--- src/rtl/gpio_pkg.sv ---
package gpio_pkg;
  localparam int PINS   = 32;
  localparam int ADDR_W = 5;

  localparam logic [ADDR_W-1:0] OFF_LEVEL = 5'h00;
  localparam logic [ADDR_W-1:0] OFF_DIR   = 5'h04;
  localparam logic [ADDR_W-1:0] OFF_BLINK = 5'h08;
  localparam logic [ADDR_W-1:0] OFF_INV   = 5'h0C;
  localparam logic [ADDR_W-1:0] OFF_DIN   = 5'h10;

  typedef struct packed {
    logic [PINS-1:0] level;
    logic [PINS-1:0] dir;
    logic [PINS-1:0] blink;
    logic [PINS-1:0] inv;
  } gpio_cfg_t;
endpackage

--- src/rtl/gpio_regs.sv ---
module gpio_regs
  import gpio_pkg::*;
(
  input  logic              clk,
  input  logic              rst_n,
  input  logic [ADDR_W-1:0] addr,
  input  logic [PINS-1:0]   wdata,
  input  logic              we,
  input  logic [PINS-1:0]   din_view,
  output logic [PINS-1:0]   rdata,
  output gpio_cfg_t         cfg
);
  gpio_cfg_t cfg_q;

  always_ff @(posedge clk or negedge rst_n) begin
    if (!rst_n) begin
      cfg_q.level <= '0;
      cfg_q.dir   <= '1;
      cfg_q.blink <= '0;
      cfg_q.inv   <= '0;
    end else if (we) begin
      case (addr)
        OFF_LEVEL: cfg_q.level <= wdata;
        OFF_DIR:   cfg_q.dir   <= wdata;
        OFF_BLINK: cfg_q.blink <= wdata;
        OFF_INV:   cfg_q.inv   <= wdata;
        default: ;
      endcase
    end
  end

  always_comb begin
    case (addr)
      OFF_LEVEL: rdata = cfg_q.level;
      OFF_DIR:   rdata = cfg_q.dir;
      OFF_BLINK: rdata = cfg_q.blink;
      OFF_INV:   rdata = cfg_q.inv;
      OFF_DIN:   rdata = din_view;
      default:   rdata = '0;
    endcase
  end

  assign cfg = cfg_q;

  // a direction write is taken on the next edge
  a_r2_dir_write: assert property (@(posedge clk) disable iff (!rst_n)
    (we && addr == OFF_DIR) |=> cfg_q.dir == $past(wdata));

  // a write to data-in leaves every stored register alone
  a_r8_din_write_ignored: assert property (@(posedge clk) disable iff (!rst_n)
    (we && addr == OFF_DIN) |=> $stable(cfg_q));
endmodule

--- src/rtl/gpio_insync.sv ---
module gpio_insync #(
  parameter int WIDTH  = 32,
  parameter int STAGES = 2
) (
  input  logic             clk,
  input  logic             rst_n,
  input  logic [WIDTH-1:0] d,
  output logic [WIDTH-1:0] q
);
  logic [WIDTH-1:0] chain [STAGES];

  for (genvar s = 0; s < STAGES; s++) begin : g_stage
    always_ff @(posedge clk or negedge rst_n) begin
      if (!rst_n) chain[s] <= '0;
      else if (s == 0) chain[s] <= d;
      else chain[s] <= chain[(s == 0) ? 0 : s-1];
    end
  end

  assign q = chain[STAGES-1];
endmodule

--- src/rtl/gpio_blink_tick.sv ---
module gpio_blink_tick #(
  parameter int HALF_CYCLES = 10_000_000
) (
  input  logic clk,
  input  logic rst_n,
  output logic phase
);
  localparam int CNT_W = $clog2(HALF_CYCLES + 1);
  localparam logic [CNT_W-1:0] LAST = CNT_W'(HALF_CYCLES - 1);

  logic [CNT_W-1:0] cnt;

  always_ff @(posedge clk or negedge rst_n) begin
    if (!rst_n) begin
      cnt   <= '0;
      phase <= 1'b0;
    end else if (cnt == LAST) begin
      cnt   <= '0;
      phase <= ~phase;
    end else begin
      cnt <= cnt + 1'b1;
    end
  end

  // the prescaler never runs past its half period
  always @(posedge clk) begin
    if (rst_n) a_r5_cnt_bound: assert (cnt < CNT_W'(HALF_CYCLES));
  end

  // the phase flips only after the last count of a half period
  a_r5_flip_on_wrap: assert property (@(posedge clk) disable iff (!rst_n)
    !$stable(phase) |-> $past(cnt) == LAST);
endmodule

--- src/rtl/gpio_blink_port.sv ---
module gpio_blink_port
  import gpio_pkg::*;
#(
  parameter int HALF_CYCLES = 10_000_000,
  parameter int SYNC_STAGES = 2
) (
  input  logic              clk,
  input  logic              rst_n,
  input  logic [ADDR_W-1:0] bus_addr,
  input  logic [PINS-1:0]   bus_wdata,
  input  logic              bus_we,
  output logic [PINS-1:0]   bus_rdata,
  input  logic [PINS-1:0]   pin_in,
  output logic [PINS-1:0]   pin_oe,
  output logic [PINS-1:0]   pin_out
);
  gpio_cfg_t       cfg;
  logic [PINS-1:0] pin_sync;
  logic [PINS-1:0] din_view;
  logic            phase;

  gpio_insync #(.WIDTH(PINS), .STAGES(SYNC_STAGES)) u_sync (
    .clk(clk), .rst_n(rst_n), .d(pin_in), .q(pin_sync)
  );

  assign din_view = pin_sync ^ cfg.inv;

  gpio_regs u_regs (
    .clk(clk), .rst_n(rst_n), .addr(bus_addr), .wdata(bus_wdata),
    .we(bus_we), .din_view(din_view), .rdata(bus_rdata), .cfg(cfg)
  );

  gpio_blink_tick #(.HALF_CYCLES(HALF_CYCLES)) u_tick (
    .clk(clk), .rst_n(rst_n), .phase(phase)
  );

  for (genvar p = 0; p < PINS; p++) begin : g_pad
    assign pin_oe[p]  = ~cfg.dir[p];
    assign pin_out[p] = cfg.blink[p] ? (cfg.level[p] | phase) : cfg.level[p];
  end

  // a blinking pin with its level bit set never drives low
  always @(posedge clk) begin
    if (rst_n) a_r7_level_holds_high: assert (((cfg.blink & cfg.level) & ~pin_out) == '0);
  end

  // all blinking pins with level 0 move together with the shared phase
  a_r6_shared_phase: assert property (@(posedge clk) disable iff (!rst_n)
    ((pin_out ^ {PINS{phase}}) & (cfg.blink & ~cfg.level)) == '0);
endmodule

--- config.mk ---
export PLATFORM = sky130hd
export DESIGN_NAME = gpio_blink_port
export DESIGN_NICKNAME = d
export VERILOG_FILES = /design/src/rtl/gpio_pkg.sv /design/src/rtl/gpio_regs.sv /design/src/rtl/gpio_insync.sv /design/src/rtl/gpio_blink_tick.sv /design/src/rtl/gpio_blink_port.sv
export SDC_FILE = /design/constraint.sdc
export NUM_CORES = 1
export LEC_CHECK = 0
export BUFFER_PORTS_ARGS = -buffer_cell sky130_fd_sc_hd__buf_2
export CAP_MARGIN = 20
export CORE_MARGIN = 2
export CORE_UTILIZATION = 40
export DETAILED_ROUTE_END_ITERATION = 10
export PLACE_DENSITY = 0.72
export SYNTH_ARGS = -nofsm -noshare
export SYNTH_HDL_FRONTEND = slang
export SYNTH_SLANG_ARGS = --single-unit
--- constraint.sdc ---
create_clock -name clk -period 1.98 [get_ports clk]
set_input_delay 0.396 -clock clk [delete_from_list [all_inputs] [get_ports clk]]
set_output_delay 0.396 -clock clk [all_outputs]
set_load 0.02 [all_outputs]
== Word level (Yosys, flattened, before mapping) ==
Cells that the tools add are included.

* ROM bits: 0
* Bits in writable memories: 0
* Latch bits: 0
* Input bits: 72
* Output and inout bits: 96
* Register bits: 217
* Memories kept: 0

* Divide/modulo/power cells: 0
* Multiplexer cells: 34
* Add/sub/neg operators: 1
* Shift operators: 0
* Reduce and logical (&&, ||, !) cells: 5
* Multiply operators: 0
* $lt $le $gt $ge: 0
* Bitwise operators: 66
* Equality and inequality tests: 5

{| class="wikitable"
|+ Operators by type and width
! cell !! number
|-
| $pmux W32 S5 || 1
|-
| $not A1 Y1 || 33
|-
| $mux W1 || 32
|-
| $or A1 B1 Y1 || 32
|-
| $xor A32 B32 Y32 || 1
|-
| $add A24 B1 Y24 const B || 1
|-
| $eq A24 B24 Y1 const B || 1
|-
| $mux W24 || 1
|-
| $eq A5 B4 Y1 const B || 2
|-
| $reduce_and A2 Y1 || 4
|-
| $eq A5 B3 Y1 const B || 1
|-
| $eq A5 B5 Y1 const B || 1
|-
| $logic_not A5 Y1 || 1
|}

== Depth between registers and ports, before layout ==
* Depth after elaboration: 2
* Mapped depth: 7
* Depth with buffers taken out: 5

== By module ==
A second synthesis with hierarchy kept.

* Cell total of the unflattened synthesis: 777
* Area, all modules: 9995.8 sq um

{| class="wikitable"
|+ Modules (own cells, without submodules)
! module !! times used !! sequential area each (sq um) !! cells an instance !! area an instance (sq um)
|-
| gpio_regs || 1 || 3243.1 || 468 || 6271.0
|-
| gpio_insync || 1 || 1601.5 || 96 || 1841.8
|-
| gpio_blink_tick || 1 || 625.6 || 114 || 1206.2
|-
| gpio_blink_port || 1 || 0.0 || 99 || 676.9
|}

== Worst setup path after synthesis ==
No wires, ideal clock.

* Path type: input-to-output
* Start: input port bus_addr[2]
* End: output port bus_rdata[0]
* Stages on the path: 6
* Buffers on the path: 2
* Arrival: 1.709 ns
* Setup slack: -0.125 ns
* Path through: or3_1 -> buf_2 -> nor2_1 -> clkbuf_1 -> nand3b_1 -> nand3_1

* Word-level cells in the longest chain between the ends: 2
* Elaborated cells on any way between the ends: 6

{| class="wikitable"
|+ Ends and longest elaborated chain
! item !! line !! text
|-
| start, declared || gpio_blink_port.sv:9 || <nowiki>input logic [ADDR_W-1:0] bus_addr,</nowiki>
|-
| $eq A5 B5 Y1 (tied with other cells) || gpio_regs.sv:33 || <nowiki>case (addr)</nowiki>
|-
| $pmux W32 S5 (*) || gpio_regs.sv:33 ||
|-
| end, declared || gpio_blink_port.sv:12 || <nowiki>output logic [PINS-1:0] bus_rdata,</nowiki>
|}

Every way passes the cells marked *; elsewhere a longest branch is shown, timed or not.

== Worst setup path after layout ==
* Start: input port bus_addr[1]
* End: output port bus_rdata[4]

The elaborated chain is that of the path after synthesis.

==> results.md <==
* Worst Hold Slack at 0.136 ns
* Fin. Hold Viols at 0
* Initial antenna violation count at 1
* Final Setup Violations at 39
* Vert. Die Dim at 159 µm
* Clock Skews at 0.0107 ns
* Synth Cell Area at 0.00961 mm²
* Max Slew Vio Count at 0
* Fillers at 1,936
* Worst setup EP type: output port
* Worst Tran Pin Value at 0.401 ns
* TritonCTS clock tree: done
* Async set-reset flop share out of synthesis at 100%
* Worst R2R Setup Slack at 0.15 ns
* Cell count after synthesis at 742
* DIE WIDTH at 159 µm
* Number of cells on the worst reg-to-reg path at 4
* CP max FO at 18
* Top-area cell type share of the netlist area at 48.2%
* First-pass GRT wire length at 41,500 µm
* Starting Density at 40.8%
* Drc violations at 0
* CTS buffer count at 24
* Fin crit period at 2.17 ns
* Final Net Count at 1,045
* RR Startpoint: u_tick.cnt[8]
* IO buf count at 167
* Largest net degree at the start of global routing at 63
* Initial DRC count at 443
* Dpl ws at -0.440 ns
* Dominant cell type by area after synthesis: dfrtp_1
* Synth Register Bits at 217
* Die area at 0.0253 mm²
* Leakage at 6.26 nW
* Vias in the first global route at 7,369
* WP data arrival at 1.77 ns
* Skew-Pair Late Insertion Delay at 0.52 ns
* Mapped Nets at 815
* Worst Hold Depth at 2
* Per-cell routed wire length at 20.3 µm
* Sequential element share of the synthesized area at 56.9%
* Reg-to-reg endpoint: u_tick.cnt[23]
* Final RePlAce weighted congestion at 0.831
* Tcrit/Tclk final at 110%
* Critical Path Source Type: primary input
* Crit path kind: primary input to output port
* I/O pin cnt at 168
* Avg Inst Size Synth at 13.0 µm²
* Antenna Violating Nets Remaining at 0
* Drt via density at 5.39
* Worst Hold End: u_regs.cfg[117]
* Placed insts at 1,223
* Gr usage total at 20.6%
* Vias at 7,056
* CTS sink cnt at 217
* Worst vdd ir at 0.594 mV
* Syn-to-layout area delta at 35.1%
* First-pass DRT Iterations at 5
* Core area at 0.0235 mm²
* Detailed Place HPWL at 16,400 µm
* Unrepaired setup endpoints after global routing: true
* Slew HR at 72.9%
* Main area contributors after synthesis: dfrtp_1 (48%), mux2_2 (14%), dfstp_2 (8.7%), mux2_4 (4.7%), a21o_1 (2.5%)
* CTS root buf: clkbuf_16
* Outcome: complete, but fails checks
* Most frequent cells in the layout: dfrtp_1 (184), buf_2 (126), mux2_2 (118), buf_6 (37), dlygate4sd3_1 (33)
* Clock-pin slew on the worst setup and hold paths at 0.06 ns
* Worst setup margin at -0.189 ns
* Failing checks: setup timing
* Placement Rows at 56
* Predominant post-synthesis flop cell: dfrtp_1
* Power Dens Cells at 958 mW/mm²
* Synth unique cells at 40
* Fmax at 461 MHz
* CTS H-tree depth at 1
* Hold path startpoint: bus_wdata[21]
* Share of cells above drive strength 1 at 49.4%
* Hold Crit Class: primary input to register
* Final std cells w/o fill at 1,310
* Max-cap violations at 0
* WL final at 26,600 µm
* Most common cell after layout, fill and taps aside: dfrtp_1
* Critical Path RT at 1.58 ns
* Synth warn at 0
* Max clock buf depth at 3
* Post-synth EDFFs at 0
* Total congestion overflow at 0
==> logic make-up after synthesis <==
| kind of cell | after synthesis | share of synthesized area [%] |
|---|---|---|
| flops | 217 | 56.9 |
| fa+ha+maj | 1 | 0.130 |
| mux | 161 | 20.0 |
| simple gates | 163 | 10.4 |
| compound gates | 104 | 7.18 |
| buf+inv | 77 | 3.60 |
| xor+xnor | 19 | 1.73 |
==> how the worst max path moves through the flow <==
stage	start	to	slack (ns)	depth (start not counted)
after detailed placement	bus_addr[2]	bus_rdata[16]	-0.44	7
final	bus_addr[1]	bus_rdata[4]	-0.19	7
after global routing	bus_addr[1]	bus_rdata[4]	-0.24	7
after global placement	bus_addr[2]	bus_rdata[4]	-0.39	7
after CTS	bus_addr[1]	bus_rdata[4]	-0.20	7
after floorplan	bus_addr[3]	bus_rdata[0]	-0.02	7
==> routing by layer <==
metal | part of all wire, % | track usage (%) | wire length [µm] | vias to the layer above
met4 | 2.2 | 6.36 | 581 | 0
li1 | - | - | - | 3137
met1 | 44 | 28.7 | 11700 | 3609
met5 | 0 | 0 | 0 | -
met3 | 6.4 | 3.75 | 1700 | 43
met2 | 48 | 33.1 | 12700 | 267
==> area by class of cell <==
class	count	area (µm²)	area share, %
Antenna cell	1	2.50	0.0193
Sequential cell	217	5470	42.1
Multi-Input combinational cell	448	4040	31.1
Clock buffer	35	682	5.25
Inverter	32	120	0.924
Tap cell	319	399	3.07
Clock inverter	9	159	1.22
Timing Repair Buffer	249	2120	16.3
==> power by group <==
| part | internal (mW) | total (mW) | switching (mW) |
|---|---|---|---|
| sequential | 5.11 | 5.54 | 0.424 |
| clock | 2.91 | 4.71 | 1.80 |
| combinational | 1.13 | 2.20 | 1.07 |
| total | 9.16 | 12.5 | 3.30 |
==> per-stage QoR <==
stage	total power, mW	instance area (µm²)	TNS [ns]	util [%]
after CTS	12.5	12800	-4.04	54.3
final	12.5	13000	-4.26	55.2
after global placement	7.55	11200	-27.68	47.6
after detailed placement	7.61	11200	-29.97	47.6
after floorplan	6.78	9630	-0.742	-
after global routing	12.9	13000	-6.34	55.2
==> critical path: stages <==
cell and delay [ns]:
buf_6 0.09, or3_4 0.49, nor2_4 0.18, buf_12 0.20, nand2_1 0.07, o211ai_1 0.17
buf_4 0.17
==> registers in the layout, summed over array words and instances (netlist names) <==
signal	cells
u_regs.cfg	128
u_sync.chain	32
u_sync.q	32
u_tick.cnt	24
u_tick.phase	1
==> timing repair <==
action / 4_1_cts / 5_1_grt
resized for setup: 89 / 53
pin swaps: 5 / 10
endpoints found under the hold margin: 66 / 0
cloned: 2 / 2
hold buffers: 33 / 0
buffers inserted: 5 / 1
setup endpoints to repair: 56 / 35
==> Yosys cell counts, drive strengths merged, types with 3 or more instances <==
cell	instances
a21o	32
a21oi	3
a22oi	32
and4	3
buf	16
clkbuf	29
dfrtp	185
dfstp	32
inv	32
mux2	160
nand2	14
nand3	40
nand3b	32
nand4	10
nor2	12
nor3	34
nor4	4
nor4b	3
o21ai	33
o31ai	3
or3	3
or4	3
xnor2	7
xor2	12
Note: power is estimated with default switching activity, not from simulation.
